==> src/rtl/fll_pkg.sv <==
package fll_pkg;
    typedef enum logic {
        MOD_INIT,
        MOD_RUN
    } mod_state_e;
endpackage

==> src/rtl/fll_fb_divider.sv <==
module fll_fb_divider #(
    parameter int N_W    = 7,
    parameter int DSEL_W = 2
) (
    input  logic              clk,
    input  logic              rst_n,
    input  logic              osc_tick,
    input  logic [N_W-1:0]    mult_n,
    input  logic [DSEL_W-1:0] div_sel,
    output logic              fb_tick
);
    localparam int PRE_W = (2 ** DSEL_W) - 1;

    logic [PRE_W-1:0] pre_cnt;
    logic [PRE_W-1:0] pre_last;
    logic [N_W-1:0]   post_cnt;
    logic             pre_pulse;

    always_comb begin
        pre_last = '0;
        for (int i = 0; i < PRE_W; i++) begin
            if (i < 32'(div_sel)) pre_last[i] = 1'b1;
        end
    end

    assign pre_pulse = osc_tick && (pre_cnt >= pre_last);

    always_ff @(posedge clk or negedge rst_n) begin
        if (!rst_n) begin
            pre_cnt  <= '0;
            post_cnt <= '0;
            fb_tick  <= 1'b0;
        end else begin
            fb_tick <= 1'b0;
            if (pre_pulse) begin
                pre_cnt <= '0;
                if (post_cnt >= mult_n) begin
                    post_cnt <= '0;
                    fb_tick  <= 1'b1;
                end else begin
                    post_cnt <= post_cnt + 1'b1;
                end
            end else if (osc_tick) begin
                pre_cnt <= pre_cnt + 1'b1;
            end
        end
    end

    // a feedback pulse always follows an oscillator pulse
    assert_fb_from_osc_R3: assert property (@(posedge clk) disable iff (!rst_n)
        fb_tick |-> $past(osc_tick));
endmodule

==> src/rtl/fll_integrator.sv <==
module fll_integrator #(
    parameter int INT_W = 10
) (
    input  logic             clk,
    input  logic             rst_n,
    input  logic             up_tick,
    input  logic             down_tick,
    output logic [INT_W-1:0] value
);
    localparam logic [INT_W-1:0] TOP = {INT_W{1'b1}};

    logic go_up;
    logic go_down;

    assign go_up   = up_tick && !down_tick;
    assign go_down = down_tick && !up_tick;

    always_ff @(posedge clk or negedge rst_n) begin
        if (!rst_n) begin
            value <= '0;
        end else if (go_up && value != TOP) begin
            value <= value + 1'b1;
        end else if (go_down && value != '0) begin
            value <= value - 1'b1;
        end
    end

    assert_inc_R2: assert property (@(posedge clk) disable iff (!rst_n)
        (up_tick && !down_tick && value != TOP) |=> value == $past(value) + 1'b1);
    assert_cancel_R4: assert property (@(posedge clk) disable iff (!rst_n)
        (up_tick == down_tick) |=> $stable(value));
    assert_sat_top_R5: assert property (@(posedge clk) disable iff (!rst_n)
        (value == TOP && up_tick && !down_tick) |=> value == TOP);
    assert_sat_low_R5: assert property (@(posedge clk) disable iff (!rst_n)
        (value == '0 && down_tick && !up_tick) |=> value == '0);
endmodule

==> src/rtl/fll_modulator.sv <==
module fll_modulator
    import fll_pkg::*;
#(
    parameter int TAP_W   = 5,
    parameter int MOD_W   = 5,
    parameter int TAP_MAX = 28
) (
    input  logic                   clk,
    input  logic                   rst_n,
    input  logic [TAP_W+MOD_W-1:0] integ,
    input  logic                   mod_off,
    output logic [TAP_W-1:0]       tap,
    output logic                   tap_sel
);
    localparam logic [MOD_W-1:0] FRAME_LAST = {MOD_W{1'b1}};
    localparam logic [TAP_W-1:0] TOP_TAP    = TAP_W'(TAP_MAX);

    mod_state_e       state, state_nx;
    logic [MOD_W-1:0] frame_cnt;
    logic [MOD_W-1:0] acc_q;
    logic [MOD_W-1:0] frac_q;
    logic [TAP_W-1:0] tap_q;
    logic [TAP_W-1:0] coarse;
    logic [TAP_W-1:0] tap_nx;
    logic [MOD_W:0]   sum;
    logic             carry;
    logic             reload;

    assign coarse = integ[TAP_W+MOD_W-1:MOD_W];
    assign tap_nx = (coarse > TOP_TAP) ? TOP_TAP : coarse;
    assign sum    = {1'b0, acc_q} + {1'b0, frac_q};
    assign carry  = sum[MOD_W];
    assign reload = (state == MOD_INIT) || (frame_cnt == FRAME_LAST);

    always_comb begin
        state_nx = state;
        unique case (state)
            MOD_INIT: state_nx = MOD_RUN;
            MOD_RUN:  state_nx = MOD_RUN;
        endcase
    end

    always_ff @(posedge clk or negedge rst_n) begin
        if (!rst_n) state <= MOD_INIT;
        else        state <= state_nx;
    end

    always_ff @(posedge clk or negedge rst_n) begin
        if (!rst_n) begin
            frame_cnt <= '0;
            acc_q     <= '0;
            frac_q    <= '0;
            tap_q     <= '0;
        end else begin
            frame_cnt <= (state == MOD_INIT) ? '0 : frame_cnt + 1'b1;
            acc_q     <= reload ? '0 : sum[MOD_W-1:0];
            if (reload) begin
                tap_q  <= tap_nx;
                frac_q <= integ[MOD_W-1:0];
            end
        end
    end

    assign tap     = tap_q;
    assign tap_sel = (state == MOD_RUN) && carry && !mod_off && (tap_q != TOP_TAP);

    // Frame tally kept for the R7 property
    logic [MOD_W:0] ones_cnt;
    always_ff @(posedge clk or negedge rst_n) begin
        if (!rst_n)                   ones_cnt <= '0;
        else if (state == MOD_INIT)   ones_cnt <= '0;
        else if (frame_cnt == FRAME_LAST) ones_cnt <= '0;
        else                          ones_cnt <= ones_cnt + {{MOD_W{1'b0}}, carry};
    end

    assert_tap_clamp_R6: assert property (@(posedge clk) disable iff (!rst_n)
        tap <= TOP_TAP);
    assert_frame_count_R7: assert property (@(posedge clk) disable iff (!rst_n)
        (state == MOD_RUN && frame_cnt == FRAME_LAST)
            |-> (ones_cnt + {{MOD_W{1'b0}}, carry}) == {1'b0, frac_q});
    assert_spread_R8: assert property (@(posedge clk) disable iff (!rst_n)
        (state == MOD_RUN && frac_q <= MOD_W'(2 ** (MOD_W - 1)) && carry
            && frame_cnt != FRAME_LAST) |=> !carry);
endmodule

==> src/rtl/fll_core.sv <==
module fll_core #(
    parameter int N_W     = 7,
    parameter int DSEL_W  = 2,
    parameter int INT_W   = 10,
    parameter int MOD_W   = 5,
    parameter int TAP_MAX = 28
) (
    input  logic                     clk,
    input  logic                     rst_n,
    input  logic                     ref_tick,
    input  logic                     osc_tick,
    input  logic [N_W-1:0]           mult_n,
    input  logic [DSEL_W-1:0]        div_sel,
    input  logic                     mod_off,
    output logic [INT_W-MOD_W-1:0]   tap,
    output logic                     tap_sel,
    output logic [INT_W-1:0]         integ
);
    localparam int TAP_W = INT_W - MOD_W;

    logic fb_tick;

    fll_fb_divider #(.N_W(N_W), .DSEL_W(DSEL_W)) i_div (
        .clk(clk), .rst_n(rst_n), .osc_tick(osc_tick),
        .mult_n(mult_n), .div_sel(div_sel), .fb_tick(fb_tick)
    );

    fll_integrator #(.INT_W(INT_W)) i_int (
        .clk(clk), .rst_n(rst_n), .up_tick(ref_tick),
        .down_tick(fb_tick), .value(integ)
    );

    fll_modulator #(.TAP_W(TAP_W), .MOD_W(MOD_W), .TAP_MAX(TAP_MAX)) i_mod (
        .clk(clk), .rst_n(rst_n), .integ(integ), .mod_off(mod_off),
        .tap(tap), .tap_sel(tap_sel)
    );

    assert_mod_off_R9: assert property (@(posedge clk) disable iff (!rst_n)
        mod_off |-> !tap_sel);
    assert_top_tap_R10: assert property (@(posedge clk) disable iff (!rst_n)
        (tap == TAP_W'(TAP_MAX)) |-> !tap_sel);
endmodule

==> config.mk <==
export PLATFORM = sky130hd
export DESIGN_NAME = fll_core
export DESIGN_NICKNAME = d
export VERILOG_FILES = /design/src/rtl/fll_pkg.sv /design/src/rtl/fll_fb_divider.sv /design/src/rtl/fll_integrator.sv /design/src/rtl/fll_modulator.sv /design/src/rtl/fll_core.sv
export SDC_FILE = /design/constraint.sdc
export NUM_CORES = 1
export LEC_CHECK = 0
export BUFFER_PORTS_ARGS = -buffer_cell sky130_fd_sc_hd__buf_2
export CORE_ASPECT_RATIO = 0.6
export CORE_UTILIZATION = 52
export DETAILED_ROUTE_END_ITERATION = 10
export HOLD_SLACK_MARGIN = 0.1
export PLACE_DENSITY = 0.75
export REMOVE_ABC_BUFFERS = 1
export SYNTH_ARGS = -nofsm -noshare
export SYNTH_HDL_FRONTEND = slang
export SYNTH_SLANG_ARGS = --single-unit
==> constraint.sdc <==
create_clock -name clk -period 2.7 [get_ports clk]
set_input_delay 0.405 -clock clk [delete_from_list [all_inputs] [get_ports clk]]
set_output_delay 0.405 -clock clk [all_outputs]
set_load 0.01 [all_outputs]
==> run summary <==
violated checks - design-rule violations
Synth area leaders - sky130_fd_sc_hd__dfrtp_1 (42%), sky130_fd_sc_hd__ha_1 (14%), sky130_fd_sc_hd__nand2_1 (7.3%), sky130_fd_sc_hd__o21ai_0 (2.6%), sky130_fd_sc_hd__inv_1 (2.6%)
total die area - 5060 sq um
Flop pwr share - 0.322
FF-to-FF setup slack - 160 ps
layout cell share with drive strength beyond 1 - 0.194
number of synthesized register bits - 42
final worst-path setup slack - 164 ps
Period minus WS final - 2540 ps
width of the die - 91.2 um
fin cells - 372
RSZ-0062 raised after global routing - no
number of synthesized flops with an enable pin - 0
worst-case clock skew - 6.69 ps
internal power contribution - 1.91 mW
Seq/Total Area, Yosys - 0.424
kind of path behind the tightest hold check - primary input to asynchronous set/reset pin
Die Span Y - 55.5 um
average detailed-routed wire length per instance - 12.9 um
DP Cell Count - 363
Final Hold Vio Count - 0
Setup Crit Path Kind - register to register
number of cells traversed by the worst register-to-register path - 10
clock transition time at the flip-flop clock pins of the worst setup and hold paths - 80 ps
later-pin clock latency in the skew report - 290 ps
vias after detailed routing - 1955
Util after Layout - 0.635
first-pass GRT wire length - 8540 um
share of async-settable or async-resettable flops after synthesis - 1.00
number of inserted diodes - 0
Final Wtd Congestion - 0.858
warnings from Yosys - 0
Leakage Power - 1.52 nW
nature of the critical path endpoint - register
highest achievable clock rate - 0.394 GHz
number of max-capacitance violations reported - 0
startpoint type of the worst setup path - register
Std-Cell Core Area - 4590 sq um
initial standard-cell utilization of the core - 0.541
post-route antenna net violation count - 0
critical register-to-register path startpoint - i_int.value[8]
Primary FF master, synth - sky130_fd_sc_hd__dfrtp_1
root buffer cell - sky130_fd_sc_hd__clkbuf_8
Final #Nets - 352
Port Buf Inserts - 29
total I/O pin count - 30
worst-margin pin slew - 924 ps
mean instance size in the synthesized netlist - 9.43 sq um
CTS tree - done
Design Power - 3.28 mW
Post-CTS Hold Fix Bufs - 0
synth cell count leaders - sky130_fd_sc_hd__nand2_1 (48), sky130_fd_sc_hd__dfrtp_1 (42), sky130_fd_sc_hd__ha_1 (28)
initial antenna violation count - 0
gr ovfl total - 0
critical path required time - 2860 ps
Max IR drop VDD - 692 uV
Switch Pwr - 1.37 mW
combinational cell fraction of total power - 0.551
cell area after synthesis - 2480 sq um
Inserted Clock Buffers - 5
Netlist cell types - 43
sum of net half-perimeters after detailed placement - 3580 um
arrival time reported for the critical path endpoint - 2700 ps
clock share of power - 0.127
floorplan row count - 19
Period Utilization, post-route - 0.939
worst-path fanout max - 5
library cell occupying the most area in the post-synthesis netlist - sky130_fd_sc_hd__dfrtp_1
number of detailed-route iterations in the first pass - 7
final max-slew violation count - 0
Most common cell on crit path - sky130_fd_sc_hd__o21ai_0
number of global-route vias before repair - 1841
critical path, cell by cell - nand3_1 > o311a_1 > inv_2 > ha_1 > o21ai_0 > nor2_1 > or4_1 > a31oi_1 > xor2_1 > o21ai_0
critical path's largest stage delay - 390 ps
relative area change from synthesis to final layout - 17.4%
status - complete, but fails checks
pre-CTS setup slack - 46.6 ps
synthesized instance count - 263
number of vias per cell - 5.26
Max Buffers Root-to-Sink - 2
overall fraction of global-route tracks in use - 0.212
post-synth top area share - 0.424
CTS sink count - 42
crit path max-delay cell type - sky130_fd_sc_hd__or4_1
setup-violating endpoint count in the final report - 0
Routed Wire Length - 4800 um
power density normalized to cell area - 1130 nW/um^2
DRC Markers - 2
Relative slew margins - 0.384
initial drt markers - 127
number of fill cells - 385
most frequent cell after synthesis - sky130_fd_sc_hd__nand2_1
switching share of power - 0.418
htree depth - 2
largest net degree at the start of global routing - 43
endpoint of the lowest-slack register-to-register path - i_int.value[8]
-- routing by layer --
layer / vias up / GRT usage / share of wire
li1: 996 / - / -
met1: 919 / 0.330 / 0.53
met2: 38 / 0.301 / 0.42
met3: 2 / 0.0455 / 0.047
met4: 0 / 0.0476 / 0.0033
met5: - / 0 / 0
-- layout by cell type (no fill, tap or decap), types with 8 or more instances in the layout --
cell type                 synthesis  routed
sky130_fd_sc_hd__a21o_1           8       8
sky130_fd_sc_hd__a21oi_1         10       9
sky130_fd_sc_hd__buf_2            0      29
sky130_fd_sc_hd__buf_4            1      13
sky130_fd_sc_hd__dfrtp_1         42      42
sky130_fd_sc_hd__ha_1            28      27
sky130_fd_sc_hd__inv_1           17      16
sky130_fd_sc_hd__nand2_1         48      48
sky130_fd_sc_hd__nand3_1          9       9
sky130_fd_sc_hd__nor2_1          15      15
sky130_fd_sc_hd__o21ai_0         13      13
-- kinds of logic after synthesis --
| group | Yosys count | share of synthesized area |
|---|---|---|
| buffers and inverters | 22 | 0.0348 |
| other | 1 | 0.00151 |
| DFF | 42 | 0.424 |
| and+or+nand+nor | 99 | 0.183 |
| xor gates and xnor gates | 12 | 0.0424 |
| adders and majority gates | 30 | 0.157 |
| muxes | 5 | 0.0207 |
| AOI/OAI and AO/OA | 52 | 0.137 |
-- how the worst max path moves through the flow --
| stage | cells after the start | slack [ps] | end | from |
|---|---|---|---|---|
| floorplan | 10 | -50 | i_int.value[8] | i_int.value[0] |
| global placement | 10 | 130 | i_int.value[8] | i_int.value[8] |
| detailed placement | 10 | 50 | i_int.value[8] | i_int.value[8] |
| CTS | 10 | 30 | i_int.value[8] | i_int.value[8] |
| global route | 11 | 6 | i_int.value[8] | i_int.value[5] |
| finish | 10 | 160 | i_int.value[8] | i_int.value[8] |
-- flip-flops by register name (all words and copies together), names as in the netlist --
signal	cells
i_div.fb_tick	1
i_div.post_cnt	7
i_div.pre_cnt	3
i_int.value	10
i_mod.acc_q	5
i_mod.frac_q	5
i_mod.frame_cnt	5
i_mod.state	1
i_mod.tap	5
-- through the flow --
stage               cell area [sq um]  setup TNS, ps  hold slack (ps)
floorplan                        2460          -54.5              109
global placement                 2780              0              447
detailed placement               2780              0              466
CTS                              2880              0              277
global route                     2910              0              319
finish                           2910              0              253
-- worst max-delay path, delay by kind of cell (launching register included) --
kind / cells / cell delay (ps)
AOI/OAI and AO/OA: 4 / 830
DFF: 1 / 360
xor gates and xnor gates: 1 / 150
and+or+nand+nor: 3 / 630
buffers and inverters: 1 / 150
adders and majority gates: 1 / 310
-- repair_timing --
action | in CTS | in global routing
setup buffers | 0 | 1
setup endpoints to repair | 0 | 3
resized for setup | 0 | 7
-- area by class of cell --
cell class / count / area [sq um] / share of cell area
Clock buffer: 7 / 86.3 / 0.0296
Clock inverter: 1 / 8.76 / 0.00301
Inverter: 17 / 63.8 / 0.0219
Multi-Input combinational cell: 199 / 1370 / 0.470
Sequential cell: 42 / 1050 / 0.361
Tap cell: 63 / 78.8 / 0.0271
Timing Repair Buffer: 43 / 254 / 0.0872
-- power groups by stage --
stage	clock network, mW	registers, mW	logic (mW)
after floorplan	0	1.15	1.08
after detailed placement	0	1.07	1.72
final	0.419	1.06	1.81
after CTS	0.431	1.06	1.73
after global placement	0	1.06	1.68
after global routing	0.458	1.09	2.05
(Power assumes the default switching activity.)
